### config.mk
export PLATFORM = sky130hd
export DESIGN_NAME = tmr_shared_prescale
export DESIGN_NICKNAME = d
export VERILOG_FILES = /design/src/rtl/tmr_pkg.sv /design/src/rtl/tmr_edge_sync.sv /design/src/rtl/tmr_prescaler.sv /design/src/rtl/tmr_counter.sv /design/src/rtl/tmr_watchdog.sv /design/src/rtl/tmr_shared_prescale.sv
export SDC_FILE = /design/constraint.sdc
export NUM_CORES = 1
export LEC_CHECK = 0
export CAP_MARGIN = 20
export CELL_PAD_IN_SITES_DETAIL_PLACEMENT = 2
export CELL_PAD_IN_SITES_GLOBAL_PLACEMENT = 2
export CORE_MARGIN = 3
export CORE_UTILIZATION = 31
export CTS_CLUSTER_DIAMETER = 50
export CTS_CLUSTER_SIZE = 20
export DETAILED_ROUTE_END_ITERATION = 12
export GPL_TIMING_DRIVEN = 0
export PLACE_DENSITY_LB_ADDON = 0.1
export SYNTH_ARGS = -nofsm -noshare
export SYNTH_HDL_FRONTEND = slang
export SYNTH_SLANG_ARGS = --single-unit
### constraint.sdc
create_clock -name clk_i -period 3 [get_ports clk_i]
set_input_delay 0.45 -clock clk_i [delete_from_list [all_inputs] [get_ports clk_i]]
set_output_delay 0.45 -clock clk_i [all_outputs]
set_load 0.02 [all_outputs]
### src/rtl/tmr_pkg.sv
package tmr_pkg;
  localparam int unsigned OPT_W  = 8;
  localparam int unsigned RATE_W = 3;

  // bit order is decoded by the routing logic
  typedef struct packed {
    logic              map_sel;    // 7
    logic              irq_dis;    // 6, active low enable
    logic              ext_src;    // 5
    logic              fall_edge;  // 4
    logic              ps_to_wdt;  // 3
    logic [RATE_W-1:0] rate;       // 2:0
  } opt_t;
endpackage

### src/rtl/tmr_edge_sync.sv
module tmr_edge_sync #(
  parameter int unsigned STAGES = 2
) (
  input  logic clk_i,
  input  logic rst_ni,
  input  logic pin_i,
  input  logic fall_sel_i,
  output logic edge_o
);
  logic [STAGES-1:0] sync_q;
  logic              prev_q;
  logic              rise, fall;

  always_ff @(posedge clk_i or negedge rst_ni) begin
    if (!rst_ni) sync_q[0] <= 1'b0;
    else         sync_q[0] <= pin_i;
  end

  for (genvar i = 1; i < STAGES; i++) begin : g_sync
    always_ff @(posedge clk_i or negedge rst_ni) begin
      if (!rst_ni) sync_q[i] <= 1'b0;
      else         sync_q[i] <= sync_q[i-1];
    end
  end

  always_ff @(posedge clk_i or negedge rst_ni) begin
    if (!rst_ni) prev_q <= 1'b0;
    else         prev_q <= sync_q[STAGES-1];
  end

  assign rise   = sync_q[STAGES-1] & ~prev_q;
  assign fall   = ~sync_q[STAGES-1] & prev_q;
  assign edge_o = fall_sel_i ? fall : rise;

  p_one_edge_r5: assert property (@(posedge clk_i) disable iff (!rst_ni)
    $onehot0({rise, fall}));
  p_edge_hist_r5: assert property (@(posedge clk_i) disable iff (!rst_ni)
    rise |=> prev_q);
endmodule

### src/rtl/tmr_prescaler.sv
module tmr_prescaler import tmr_pkg::*; #(
  parameter int unsigned PS_W = 1 << RATE_W
) (
  input  logic              clk_i,
  input  logic              rst_ni,
  input  logic              clr_i,
  input  logic              ev_i,
  input  logic              to_wdt_i,
  input  logic [RATE_W-1:0] rate_i,
  output logic              tc_o
);
  logic [PS_W-1:0] ps_q, mask;

  // counter side uses bits rate..0, watchdog side bits below rate
  always_comb begin
    for (int i = 0; i < PS_W; i++)
      mask[i] = to_wdt_i ? (i < int'(rate_i)) : (i <= int'(rate_i));
  end

  assign tc_o = ev_i && ((ps_q & mask) == mask);

  always_ff @(posedge clk_i or negedge rst_ni) begin
    if (!rst_ni)   ps_q <= '0;
    else if (clr_i) ps_q <= '0;
    else if (ev_i)  ps_q <= ps_q + 1'b1;
  end

  p_ps_clr_r10: assert property (@(posedge clk_i) disable iff (!rst_ni)
    clr_i |=> ps_q == '0);
  p_ps_step_r6: assert property (@(posedge clk_i) disable iff (!rst_ni)
    (!clr_i && ev_i) |=> ps_q == PS_W'($past(ps_q) + 1'b1));
  p_ps_hold_r6: assert property (@(posedge clk_i) disable iff (!rst_ni)
    (!clr_i && !ev_i) |=> $stable(ps_q));
endmodule

### src/rtl/tmr_counter.sv
module tmr_counter #(
  parameter int unsigned CNT_W = 8
) (
  input  logic             clk_i,
  input  logic             rst_ni,
  input  logic             we_i,
  input  logic [CNT_W-1:0] wdata_i,
  input  logic             adv_i,
  input  logic             irq_en_i,
  output logic [CNT_W-1:0] cnt_o,
  output logic             irq_o
);
  logic [CNT_W-1:0] cnt_q;
  logic             irq_q;

  always_ff @(posedge clk_i or negedge rst_ni) begin
    if (!rst_ni) begin
      cnt_q <= '0;
      irq_q <= 1'b0;
    end else begin
      if (we_i)       cnt_q <= wdata_i;
      else if (adv_i) cnt_q <= cnt_q + 1'b1;
      irq_q <= !we_i && adv_i && irq_en_i && (&cnt_q);
    end
  end

  assign cnt_o = cnt_q;
  assign irq_o = irq_q;

  p_load_r10: assert property (@(posedge clk_i) disable iff (!rst_ni)
    we_i |=> cnt_q == $past(wdata_i));
  p_step_r4: assert property (@(posedge clk_i) disable iff (!rst_ni)
    (!we_i && adv_i) |=> cnt_q == CNT_W'($past(cnt_q) + 1'b1));
  p_hold_r4: assert property (@(posedge clk_i) disable iff (!rst_ni)
    (!we_i && !adv_i) |=> $stable(cnt_q));
  p_irq_wrap_r9: assert property (@(posedge clk_i) disable iff (!rst_ni)
    irq_o |-> cnt_q == '0);
  p_irq_mask_r9: assert property (@(posedge clk_i) disable iff (!rst_ni)
    !irq_en_i |=> !irq_o);
  p_irq_pulse_r9: assert property (@(posedge clk_i) disable iff (!rst_ni)
    irq_o |=> !irq_o);
endmodule

### src/rtl/tmr_watchdog.sv
module tmr_watchdog #(
  parameter int unsigned WDT_W = 8
) (
  input  logic clk_i,
  input  logic rst_ni,
  input  logic clr_i,
  input  logic adv_i,
  output logic timeout_o
);
  logic [WDT_W-1:0] wdt_q;
  logic             to_q;

  always_ff @(posedge clk_i or negedge rst_ni) begin
    if (!rst_ni) begin
      wdt_q <= '0;
      to_q  <= 1'b0;
    end else begin
      if (clr_i)      wdt_q <= '0;
      else if (adv_i) wdt_q <= wdt_q + 1'b1;
      to_q <= !clr_i && adv_i && (&wdt_q);
    end
  end

  assign timeout_o = to_q;

  p_wdt_clr_r11: assert property (@(posedge clk_i) disable iff (!rst_ni)
    clr_i |=> (wdt_q == '0) && !timeout_o);
  p_wdt_wrap_r8: assert property (@(posedge clk_i) disable iff (!rst_ni)
    timeout_o |-> wdt_q == '0);
  p_wdt_pulse_r8: assert property (@(posedge clk_i) disable iff (!rst_ni)
    timeout_o |=> !timeout_o);
endmodule

### src/rtl/tmr_shared_prescale.sv
module tmr_shared_prescale import tmr_pkg::*; #(
  parameter int unsigned CNT_W       = 8,
  parameter int unsigned WDT_W       = 8,
  parameter int unsigned SYNC_STAGES = 2
) (
  input  logic             clk_i,
  input  logic             rst_ni,
  input  logic             cyc_tick_i,
  input  logic             ext_pin_i,
  input  logic             fuse_lock_i,
  input  logic             opt_we_i,
  input  logic [OPT_W-1:0] opt_wdata_i,
  output logic [OPT_W-1:0] opt_rdata_o,
  input  logic             cnt_we_i,
  input  logic [CNT_W-1:0] cnt_wdata_i,
  output logic [CNT_W-1:0] cnt_rdata_o,
  input  logic             wdt_clr_i,
  output logic             irq_o,
  output logic             wdt_timeout_o,
  output logic             map_sel_o
);
  localparam int unsigned PS_W = 1 << RATE_W;

  logic [OPT_W-1:0] opt_q;
  opt_t             opt;
  logic             pin_edge, src_ev, ps_ev, ps_tc, ps_clr, cnt_adv, wdt_adv;

  always_ff @(posedge clk_i or negedge rst_ni) begin
    if (!rst_ni) opt_q <= '1;
    else if (opt_we_i) begin
      opt_q[OPT_W-3:0] <= opt_wdata_i[OPT_W-3:0];
      if (!fuse_lock_i) opt_q[OPT_W-1:OPT_W-2] <= opt_wdata_i[OPT_W-1:OPT_W-2];
    end
  end

  // locked top bits behave as set everywhere, not only on read
  assign opt         = fuse_lock_i ? opt_t'({2'b11, opt_q[OPT_W-3:0]}) : opt_t'(opt_q);
  assign opt_rdata_o = opt;
  assign map_sel_o   = opt.map_sel;

  tmr_edge_sync #(.STAGES(SYNC_STAGES)) u_sync (
    .clk_i, .rst_ni,
    .pin_i      (ext_pin_i),
    .fall_sel_i (opt.fall_edge),
    .edge_o     (pin_edge)
  );

  assign src_ev  = opt.ext_src ? pin_edge : cyc_tick_i;
  assign ps_ev   = opt.ps_to_wdt ? cyc_tick_i : src_ev;
  assign cnt_adv = opt.ps_to_wdt ? src_ev : ps_tc;
  assign wdt_adv = opt.ps_to_wdt ? ps_tc : cyc_tick_i;
  assign ps_clr  = cnt_we_i | opt_we_i | wdt_clr_i;

  tmr_prescaler #(.PS_W(PS_W)) u_ps (
    .clk_i, .rst_ni,
    .clr_i    (ps_clr),
    .ev_i     (ps_ev),
    .to_wdt_i (opt.ps_to_wdt),
    .rate_i   (opt.rate),
    .tc_o     (ps_tc)
  );

  tmr_counter #(.CNT_W(CNT_W)) u_cnt (
    .clk_i, .rst_ni,
    .we_i     (cnt_we_i),
    .wdata_i  (cnt_wdata_i),
    .adv_i    (cnt_adv),
    .irq_en_i (~opt.irq_dis),
    .cnt_o    (cnt_rdata_o),
    .irq_o    (irq_o)
  );

  tmr_watchdog #(.WDT_W(WDT_W)) u_wdt (
    .clk_i, .rst_ni,
    .clr_i     (wdt_clr_i),
    .adv_i     (wdt_adv),
    .timeout_o (wdt_timeout_o)
  );

  p_opt_load_r2: assert property (@(posedge clk_i) disable iff (!rst_ni)
    (opt_we_i && !fuse_lock_i) |=> fuse_lock_i || (opt_rdata_o == $past(opt_wdata_i)));
  p_opt_hold_r2: assert property (@(posedge clk_i) disable iff (!rst_ni)
    (!opt_we_i && !fuse_lock_i) |=> fuse_lock_i || $stable(opt_rdata_o));
  p_map_stable_r3: assert property (@(posedge clk_i) disable iff (!rst_ni)
    (!opt_we_i && $stable(fuse_lock_i)) |=> $stable(map_sel_o));
endmodule

==> impl_metrics.py, run 1 <==
metrics = {
    "sta": {
        "rsz0062_at_grt": "no",
        "finalHoldViolCount": 0,
        "min_period_ns": 2.39,
        "tightest_slew_ns": 0.869,
        "max_slew_margin_pct": 42.1,
        "setup_violations": 0,
        "final.setup.tns_ns": 0,
        "skew_ns": 0.00337,
        "drv_slew": 0,
        "fmax_mhz": 419,
        "min_period_over_period_pct": 79.5,
    },
    "critical_path": {
        "cp_common_cell": "o21ai_2",
        "cp.depth": 8,
        "cp_cell_sequence": "buf_6 -> nand2b_1 -> o21ai_2 -> a221oi_4 -> o21ai_2 -> a21oi_2 -> and2_1 -> mux2_1",
        "worstPathRequired_ns": 3.18,
        "crit_buf_inv": 1,
        "crit_arrival_ns": 2.57,
        "crit_family": "compound AO/OA/AOI/OAI gates",
        "critPathSlowestCell": "dfstp_2",
        "crit_fanout": 10,
        "ff2ff_path_depth": 8,
        "startpoint_type": "flip-flop",
        "max_stage_delay_ns": 0.55,
        "path_class": "reg2reg",
        "endpoint_kind": "flip-flop",
    },
    "final_layout": {
        "diodes": 0,
        "multi_input_area_um2": 937,
        "final_common_cell": "clkdlybuf4s50_1",
        "nNetsFinal": 271,
        "ff_latch_area_um2": 936,
        "fillers": 685,
        "drive_gt1_share_pct": 18.8,
        "fin_cells": 320,
        "mostFrequentLayoutCells": "clkdlybuf4s50_1 (39), dfrtp_1 (29), nor2_1 (22), nand2_1 (19), xnor2_1 (10)",
        "syn_to_final_growth_pct": 29.6,
    },
    "power": {
        "p_seq_share_pct": 47.0,
        "p_per_area_nw_per_um2": 468,
        "power_leakage_nw": 1.00,
        "p_sw_share_pct": 28.2,
        "clock_power_share_pct": 32.7,
        "pwr-share-comb_pct": 20.3,
        "ir_drop_v": 0.000172,
        "intPower_mw": 0.869,
        "p_sw_mw": 0.341,
    },
    "floorplan": {
        "die_x_um": 86.2,
        "start_util_pct": 32.9,
        "ios": 43,
        "core_area_um2": 6060,
        "placementRows": 28,
        "chipHeight_um": 86.2,
        "die-area_um2": 7430,
    },
    "detailed_routing": {
        "ant_nets": 0,
        "wl_mm": 5.07,
        "wire_per_inst_um": 15.9,
        "drtIter0Drc": 30,
        "num_vias": 1586,
        "post_drt_via_cell_ratio": 4.96,
        "drtPass1Iterations": 4,
        "drc": 0,
    },
    "run_status": {
        "outcome": "finished clean",
    },
    "clock_tree": {
        "cts_sinks": 37,
        "tritoncts": "yes",
        "cts_resized": 0,
        "hold_buffers": 0,
        "clk_pin_slew_ns": 0.07,
        "clock_latency_ns": 0.30,
        "clockBufferDepth": 2,
        "post_cts_buffers": 0,
        "cts_buffers": 5,
        "htreeDepth": 2,
        "cts-root-buf": "clkbuf_8",
    },
    "synth": {
        "async_flop_share_pct": 100,
        "netlist_area_um2": 1990,
        "syn_inst": 197,
        "synth_cell_types": 40,
        "synth.yosys.seq_area_share_pct": 46.9,
        "avgSynthCellArea_um2": 10.1,
        "synth_enable_flop_cells": 0,
        "syn_nets": 224,
        "synth_warnings": 0,
        "ys_ff_latch": 37,
        "synthFlopType": "dfrtp_1",
    },
    "job": {
        "max_cap_viol_count": 0,
    },
    "grt": {
        "grt_pass1_vias": 1771,
        "grt_max_degree": 38,
        "grt_pass1_wl_mm": 8.80,
        "gr-total-overflow": 0,
        "antenna_found_initial": 0,
        "grt_use_total_pct": 15.3,
    },
    "place": {
        "place_congestion": 0.718,
        "place_inst": 312,
        "port_buffers": 40,
        "hpwl_mm": 3.75,
    },
    "worst_hold_path": {
        "hold_class": "in2async",
    },
}
==> state kept, by name, indices dropped and copies added, names as in the netlist <==
name	count
u_sync.sync_q	2
u_wdt.wdt_q	8
u_cnt.cnt_o	8
u_sync.prev_q	1
opt_q	8
u_cnt.irq_o	1
u_wdt.timeout_o	1
u_ps.ps_q	8
==> per-stage QoR <==
stage          area, um2  power (mW)  hold WS [ns]  setup slack [ns]  util (%)
2_1_floorplan       1990       0.710         0.154             0.839         -
3_3_place_gp        2490       0.823         0.333             0.473      41.1
3_5_place_dp        2480       0.829         0.336             0.617      41.0
4_1_cts             2580        1.24         0.292             0.592      42.7
5_1_grt             2580        1.28         0.332             0.388      42.7
6_report            2580        1.21         0.254             0.614      42.7
==> synthesized netlist by cell type, drive strengths merged (3+ instances only) <==
library cell / instances / area share (%)
dfrtp: 29 / 36
nor2: 22 / 4.1
nand2: 19 / 3.6
o21ai: 13 / 3.6
mux2: 11 / 6.2
xnor2: 10 / 4.4
a21oi: 9 / 2.4
buf: 9 / 3.5
inv: 9 / 1.7
dfstp: 8 / 11
nand4: 7 / 2.2
xor2: 7 / 3.1
nand3: 6 / 1.5
clkbuf: 5 / 0.94
nand2b: 4 / 1.3
nor3: 4 / 1.8
ha: 3 / 1.9
or3: 3 / 0.94
==> power groups by stage <==
stage	combinational, mW	sequential, mW	clock (mW)
after detailed placement	0.250	0.580	0
after floorplan	0.125	0.585	0
after global placement	0.245	0.578	0
after CTS	0.251	0.571	0.417
final	0.246	0.570	0.395
after global routing	0.270	0.577	0.437
==> area by class of cell <==
type / instances / share of cell area [%]
multi-input combinational: 137 / 36.3
sequential: 37 / 36.2
timing repair buffer: 40 / 15.3
clock buffer: 7 / 3.73
tap: 75 / 3.63
buffer: 14 / 3.39
inverter: 9 / 1.31
clock inverter: 1 / 0.194
==> final timing paths <==
| path | startpoint | to | slack (ns) |
|---|---|---|---|
| max | opt_q[3] | u_wdt.wdt_q[5] | 0.61 |
| min | rst_ni | u_wdt.wdt_q[3] | 0.25 |
| max reg2reg | opt_q[3] | u_wdt.wdt_q[5] | 0.61 |
| min reg2reg | u_sync.sync_q[0] | u_sync.sync_q[1] | 0.35 |
| max in group asynchronous | rst_ni | u_ps.ps_q[2] | 2.19 |
| min in group clk_i | u_sync.sync_q[0] | u_sync.sync_q[1] | 0.35 |
==> worst register-to-register path, stage by stage (launching register included) <==
cell and delay (ns):
dfstp_2 0.55, buf_6 0.16, nand2b_1 0.20, o21ai_2 0.09, a221oi_4 0.32, o21ai_2 0.19, a21oi_2 0.28, and2_1 0.17
mux2_1 0.31
==> metal layers <==
metal,GRT usage [%],up-vias,share of wire [%]
li1,-,760,-
met4,5.95,0,1.5
met1,19.6,780,47
met5,0,-,0
met2,24.7,40,46
met3,4.18,6,5.7
==> cell families after synthesis <==
group	share of synthesized area, %
AOI/OAI and AO/OA	12.0
xor gates and xnor gates	7.47
adders and majority gates	1.88
DFF	46.9
buffers and inverters	6.08
muxes	7.21
and+or+nand+nor	18.4
No activity file was read; power rests on OpenSTA's default activity.
==> inputs of run 2 (changes only) <==
==> constraint.sdc (replaced) <==
create_clock -name clk_i -period 2.3 [get_ports clk_i]
set_input_delay 0.345 -clock clk_i [delete_from_list [all_inputs] [get_ports clk_i]]
set_output_delay 0.345 -clock clk_i [all_outputs]
set_load 0.02 [all_outputs]
==> run 2 against run 1 <==
  * Final area increased by 3.3%
  * Combinational power up 39%
  * Non-clock buffer count increased by 7
  * Power grew 33%
  * Cell count grew 2.2%
  * Highest routed layer unchanged
==> impl_metrics.py, run 2 (same netlist as run 1, synthesis figures left out) <==
metrics = {
    "run_status": {
        "outcome": "finished clean",
    },
    "clock_tree": {
        "clk_pin_slew_ns": 0.08,
        "cts_buffers": 5,
        "cts-root-buf": "clkbuf_8",
        "hold_buffers": 0,
        "htreeDepth": 2,
        "clockBufferDepth": 2,
        "clock_latency_ns": 0.30,
        "cts_sinks": 37,
        "tritoncts": "yes",
    },
    "detailed_routing": {
        "drc": 0,
        "drtIter0Drc": 52,
        "num_vias": 1610,
        "wl_mm": 5.21,
        "ant_nets": 0,
        "post_drt_via_cell_ratio": 4.92,
        "drtPass1Iterations": 3,
        "wire_per_inst_um": 15.9,
    },
    "final_layout": {
        "fillers": 680,
        "mostFrequentLayoutCells": "clkdlybuf4s50_1 (39), dfrtp_1 (29), nor2_1 (22), nand2_1 (19), buf_4 (14)",
        "syn_to_final_growth_pct": 33.9,
        "multi_input_area_um2": 966,
        "ff_latch_area_um2": 936,
        "finalInstanceArea_um2": 2670,
        "nNetsFinal": 278,
        "final_common_cell": "clkdlybuf4s50_1",
        "drive_gt1_share_pct": 22.2,
        "diodes": 0,
    },
    "power": {
        "p_sw_mw": 0.454,
        "finalPower_mw": 1.60,
        "pwr-share-comb_pct": 21.3,
        "p_per_area_nw_per_um2": 601,
        "p_seq_share_pct": 46.4,
        "power_leakage_nw": 1.05,
        "ir_drop_v": 0.000228,
        "intPower_mw": 1.15,
        "p_sw_share_pct": 28.3,
        "clock_power_share_pct": 32.3,
    },
    "critical_path": {
        "cp_cell_sequence": "buf_8 -> nor3b_1 -> a2111o_1 -> o2111ai_1 -> o211ai_4 -> mux2_1 -> mux2_2",
        "crit_fanout": 8,
        "worstPathRequired_ns": 2.49,
        "max_stage_delay_ns": 0.58,
        "startpoint_type": "flip-flop",
        "path_class": "reg2reg",
        "reg2reg_slack_ns": 0.11,
        "crit_arrival_ns": 2.39,
        "critPathSlowestCell": "dfstp_2",
        "endpoint_kind": "flip-flop",
    },
    "floorplan": {
        "placementRows": 28,
        "core_area_um2": 6060,
        "ios": 43,
        "chipHeight_um": 86.2,
        "die_x_um": 86.2,
        "die-area_um2": 7430,
        "start_util_pct": 32.9,
    },
    "sta": {
        "min_period_over_period_pct": 95.4,
        "tightest_slew_ns": 0.867,
        "setup_violations": 0,
        "drv_slew": 0,
        "finalHoldViolCount": 0,
        "max_slew_margin_pct": 42.2,
        "fmax_mhz": 456,
        "skew_ns": 0.00579,
        "rsz0062_at_grt": "yes",
        "min_period_ns": 2.19,
    },
    "job": {
        "max_cap_viol_count": 0,
    },
    "grt": {
        "antenna_found_initial": 0,
        "grt_pass1_wl_mm": 8.80,
        "grt_pass1_vias": 1777,
        "grt_max_degree": 38,
        "gr-total-overflow": 0,
        "grt_use_total_pct": 15.3,
    },
    "place": {
        "place_area_um2": 2480,
        "place_congestion": 0.718,
        "port_buffers": 40,
        "hpwl_mm": 3.75,
    },
    "worst_hold_path": {
        "hold_class": "in2async",
    },
}
run 2: cell type report:
| class | instances | share of cell area, % |
|---|---|---|
| Clock buffer | 7 | 3.61 |
| Clock inverter | 1 | 0.187 |
| Tap cell | 75 | 3.51 |
| Buffer | 14 | 3.42 |
| Inverter | 9 | 1.27 |
| Timing Repair Buffer | 47 | 16.8 |
| Multi-Input combinational cell | 137 | 36.2 |
| Sequential cell | 37 | 35.1 |
run 2: critical path, delay by kind of cell, from the launching register on:
kind | cells | cell delay (ns)
buffers and inverters | 1 | 0.11
muxes | 2 | 0.59
AOI/OAI and AO/OA | 3 | 0.75
and+or+nand+nor | 1 | 0.04
DFF | 1 | 0.58
run 2: what timing repair did:
action | CTS | global route
endpoints found under the hold margin | 0 | 0
endpoints found under the setup margin | 1 | 9
resized for setup | 0 | 6
buffers inserted | 1 | 6
pin swaps | 1 | 3
run 2: through the flow:
step           util, %  worst slack, ns  TNS, ns  std cells  hold slack (ns)
2_1_floorplan        -            0.139        0        197           0.0494
3_3_place_gp      41.1           -0.122    -3.56        312            0.333
3_5_place_dp      41.0          -0.0825  -0.0825        312            0.336
4_1_cts           42.8           0.0123        0        321            0.187
5_1_grt           44.1          -0.0190  -0.0630        327            0.228
6_report          44.1            0.106        0        327            0.150
run 2: final timing paths:
check,endpoint,depth (start not counted),from
setup / recovery,u_cnt.cnt_o[1],7,opt_q[3]
hold / removal,u_wdt.wdt_q[3],1,rst_ni
setup reg to reg,u_cnt.cnt_o[1],7,opt_q[3]
hold reg to reg,u_sync.sync_q[1],0,u_sync.sync_q[0]
max in group asynchronous,u_cnt.cnt_o[0],1,rst_ni
min in group clk_i,u_sync.sync_q[1],0,u_sync.sync_q[0]
run 2: power by group through the flow:
stage / combinational (mW) / sequential (mW) / clock, mW
after CTS: 0.330 / 0.745 / 0.544
after global routing: 0.375 / 0.754 / 0.570
after floorplan: 0.162 / 0.764 / 0
after detailed placement: 0.326 / 0.756 / 0
final: 0.342 / 0.745 / 0.517
after global placement: 0.319 / 0.754 / 0
run 2: layer usage:
layer  up-vias  share of wire [%]  wire length (um)  GRT usage, %
li1        774                  -                 -             -
met1       790                 46              2420          19.5
met2        40                 47              2430          24.8
met3         6                5.4               284          4.18
met4         0                1.4                74          5.95
met5         -                  0                 0             0
==> inputs of run 3 (changes only) <==
--- a/config.mk
+++ b/config.mk
@@ -8,7 +8,6 @@
 export CAP_MARGIN = 20
 export CELL_PAD_IN_SITES_DETAIL_PLACEMENT = 2
 export CELL_PAD_IN_SITES_GLOBAL_PLACEMENT = 2
-export CORE_MARGIN = 3
 export CORE_UTILIZATION = 31
 export CTS_CLUSTER_DIAMETER = 50
 export CTS_CLUSTER_SIZE = 20
==> run 3 against run 2 <==
  * Combinational power decreased by 1%
  * Cell count shrank 0.31%
  * Fmax is 0.84% lower
  * Critical path type unchanged
  * Critical endpoint unchanged
==> impl_metrics.py, run 3 (same netlist as run 1, synthesis figures left out) <==
metrics = {
    "run_status": {
        "outcome": "finished clean",
    },
    "clock_tree": {
        "hold_buffers": 0,
        "htreeDepth": 2,
        "clockBufferDepth": 2,
        "cts_buffers": 5,
        "clk_pin_slew_ns": 0.08,
        "clock_latency_ns": 0.29,
        "cts-root-buf": "clkbuf_8",
        "tritoncts": "yes",
        "cts_sinks": 37,
    },
    "critical_path": {
        "crit_fanout": 9,
        "crit_family": "compound AO/OA/AOI/OAI gates",
        "max_stage_delay_ns": 0.56,
        "endpoint_kind": "flip-flop",
        "crit_buf_inv": 0,
        "cp_cell_sequence": "nand2b_1 -> a2111o_1 -> o2111ai_1 -> o211ai_4 -> mux2_1 -> mux2_2",
        "reg2reg_from": "opt_q[3]",
        "reg2reg_slack_ns": 0.09,
        "crit_arrival_ns": 2.39,
        "path_class": "reg2reg",
        "ff2ff_path_depth": 6,
        "worstPathRequired_ns": 2.47,
        "r2r-end": "u_cnt.cnt_o[1]",
        "critPathSlowestCell": "dfstp_2",
        "startpoint_type": "flip-flop",
    },
    "place": {
        "place_congestion": 0.725,
        "port_buffers": 40,
        "hpwl_mm": 3.61,
    },
    "sta": {
        "hold_slack_ns": 0.0123,
        "fmax_mhz": 452,
        "min_period_over_period_pct": 96.2,
        "tightest_slew_ns": 0.547,
        "max_slew_margin_pct": 63.5,
        "finalHoldViolCount": 0,
        "skew_ns": 0.00845,
        "min_period_ns": 2.21,
        "drv_slew": 0,
        "rsz0062_at_grt": "yes",
        "setup_violations": 0,
    },
    "power": {
        "ir_drop_v": 0.000326,
        "power_leakage_nw": 1.05,
        "p_per_area_nw_per_um2": 626,
        "finalPower_mw": 1.68,
    },
    "grt": {
        "grt_use_total_pct": 16.4,
        "grt_pass1_wl_mm": 8.31,
        "grt_use_met3_pct": 3.85,
        "grt_max_degree": 38,
        "grt_pass1_vias": 1711,
        "busiest_layer": "met2",
        "grt_use_met2_pct": 27.4,
        "groute.layer.met1.usage_pct": 21.1,
        "gr-total-overflow": 0,
        "antenna_found_initial": 0,
    },
    "floorplan": {
        "die-area_um2": 6760,
        "placementRows": 28,
        "start_util_pct": 32.9,
        "die_x_um": 82.2,
        "core_area_um2": 6060,
        "chipHeight_um": 82.2,
        "ios": 43,
    },
    "detailed_routing": {
        "drc": 0,
        "post_drt_via_cell_ratio": 4.89,
        "drtIter0Drc": 67,
        "num_vias": 1595,
        "drtPass1Iterations": 2,
        "ant_nets": 0,
        "wire_per_inst_um": 15.1,
        "wl_mm": 4.93,
    },
    "job": {
        "max_cap_viol_count": 0,
    },
    "final_layout": {
        "nNetsFinal": 277,
        "drive_gt1_share_pct": 21.1,
        "mostFrequentLayoutCells": "clkdlybuf4s50_1 (39), dfrtp_1 (29), nor2_1 (22), nand2_1 (19), buf_4 (12)",
        "diodes": 0,
        "syn_to_final_growth_pct": 34.8,
        "final_common_cell": "clkdlybuf4s50_1",
    },
    "worst_hold_path": {
        "hold_class": "in2async",
    },
}
-- run 3: cell types whose count changed in the layout (fill, tap and decap cells not counted), sizes merged --
cell      before  now
clkbuf        12   11
clkinvlp       0    1
clkinv         1    0
bufinv         0    1
buf           17   16
-- run 3: worst reg2reg max path: stages, from the launching register on --
cell and delay (ns):
dfstp_2 0.56, nand2b_1 0.13, a2111o_1 0.46, o2111ai_1 0.13, o211ai_4 0.21, mux2_1 0.36
mux2_2 0.25
-- run 3: worst max path at each step --
stage | start | endpoint | slack (ns) | cells after the start
after global routing | opt_q[3] | u_cnt.cnt_o[1] | -0.001 | 6
after CTS | opt_q[3] | u_wdt.wdt_q[5] | 0.008 | 8
after detailed placement | opt_q[3] | u_wdt.wdt_q[5] | -0.09 | 8
after global placement | rst_ni | u_cnt.cnt_o[2] | -0.14 | 1
final | opt_q[3] | u_cnt.cnt_o[1] | 0.09 | 6
after floorplan | opt_q[3] | u_wdt.wdt_q[5] | 0.14 | 8
-- run 3: cell type report --
cell class | instances | area [um2]
Fill cell | 672 | 3370
Sequential cell | 37 | 936
Timing Repair Buffer | 46 | 453
Tap cell | 75 | 93.8
Clock buffer | 6 | 82.6
Buffer | 14 | 91.3
Clock inverter | 2 | 37.5
Inverter | 9 | 33.8
Multi-Input combinational cell | 137 | 960
-- run 3: through the flow --
stage	util, %	cells	setup WS [ns]	area, um2	setup TNS [ns]
finish	44.3	326	0.0871	2690	0
global route	44.3	326	-0.00117	2690	-0.00117
CTS	43.8	323	0.00752	2650	0
detailed placement	41.3	313	-0.0929	2500	-0.0929
global placement	41.1	312	-0.139	2490	-4.05
floorplan	-	197	0.139	1990	0
-- run 3: what timing repair did --
action / in CTS / in global routing
pin swaps: 2 / 3
resized for setup: 2 / 3
cloned: 0 / 0
setup buffers: 2 / 3
endpoints found under the setup margin: 1 / 6
-- run 3: per-layer routing --
layer	wire length [um]	up-vias	part of all wire (%)
li1	-	772	-
met1	2250	782	46
met2	2410	37	49
met3	239	4	4.8
met4	34	0	0.69
met5	0	-	0
-- run 3: power breakdown --
group	internal (mW)	total, mW	switching (mW)
Combinational	0.178	0.337	0.159
Clock	0.353	0.602	0.249
Sequential	0.700	0.744	0.0440
Total	1.23	1.68	0.452
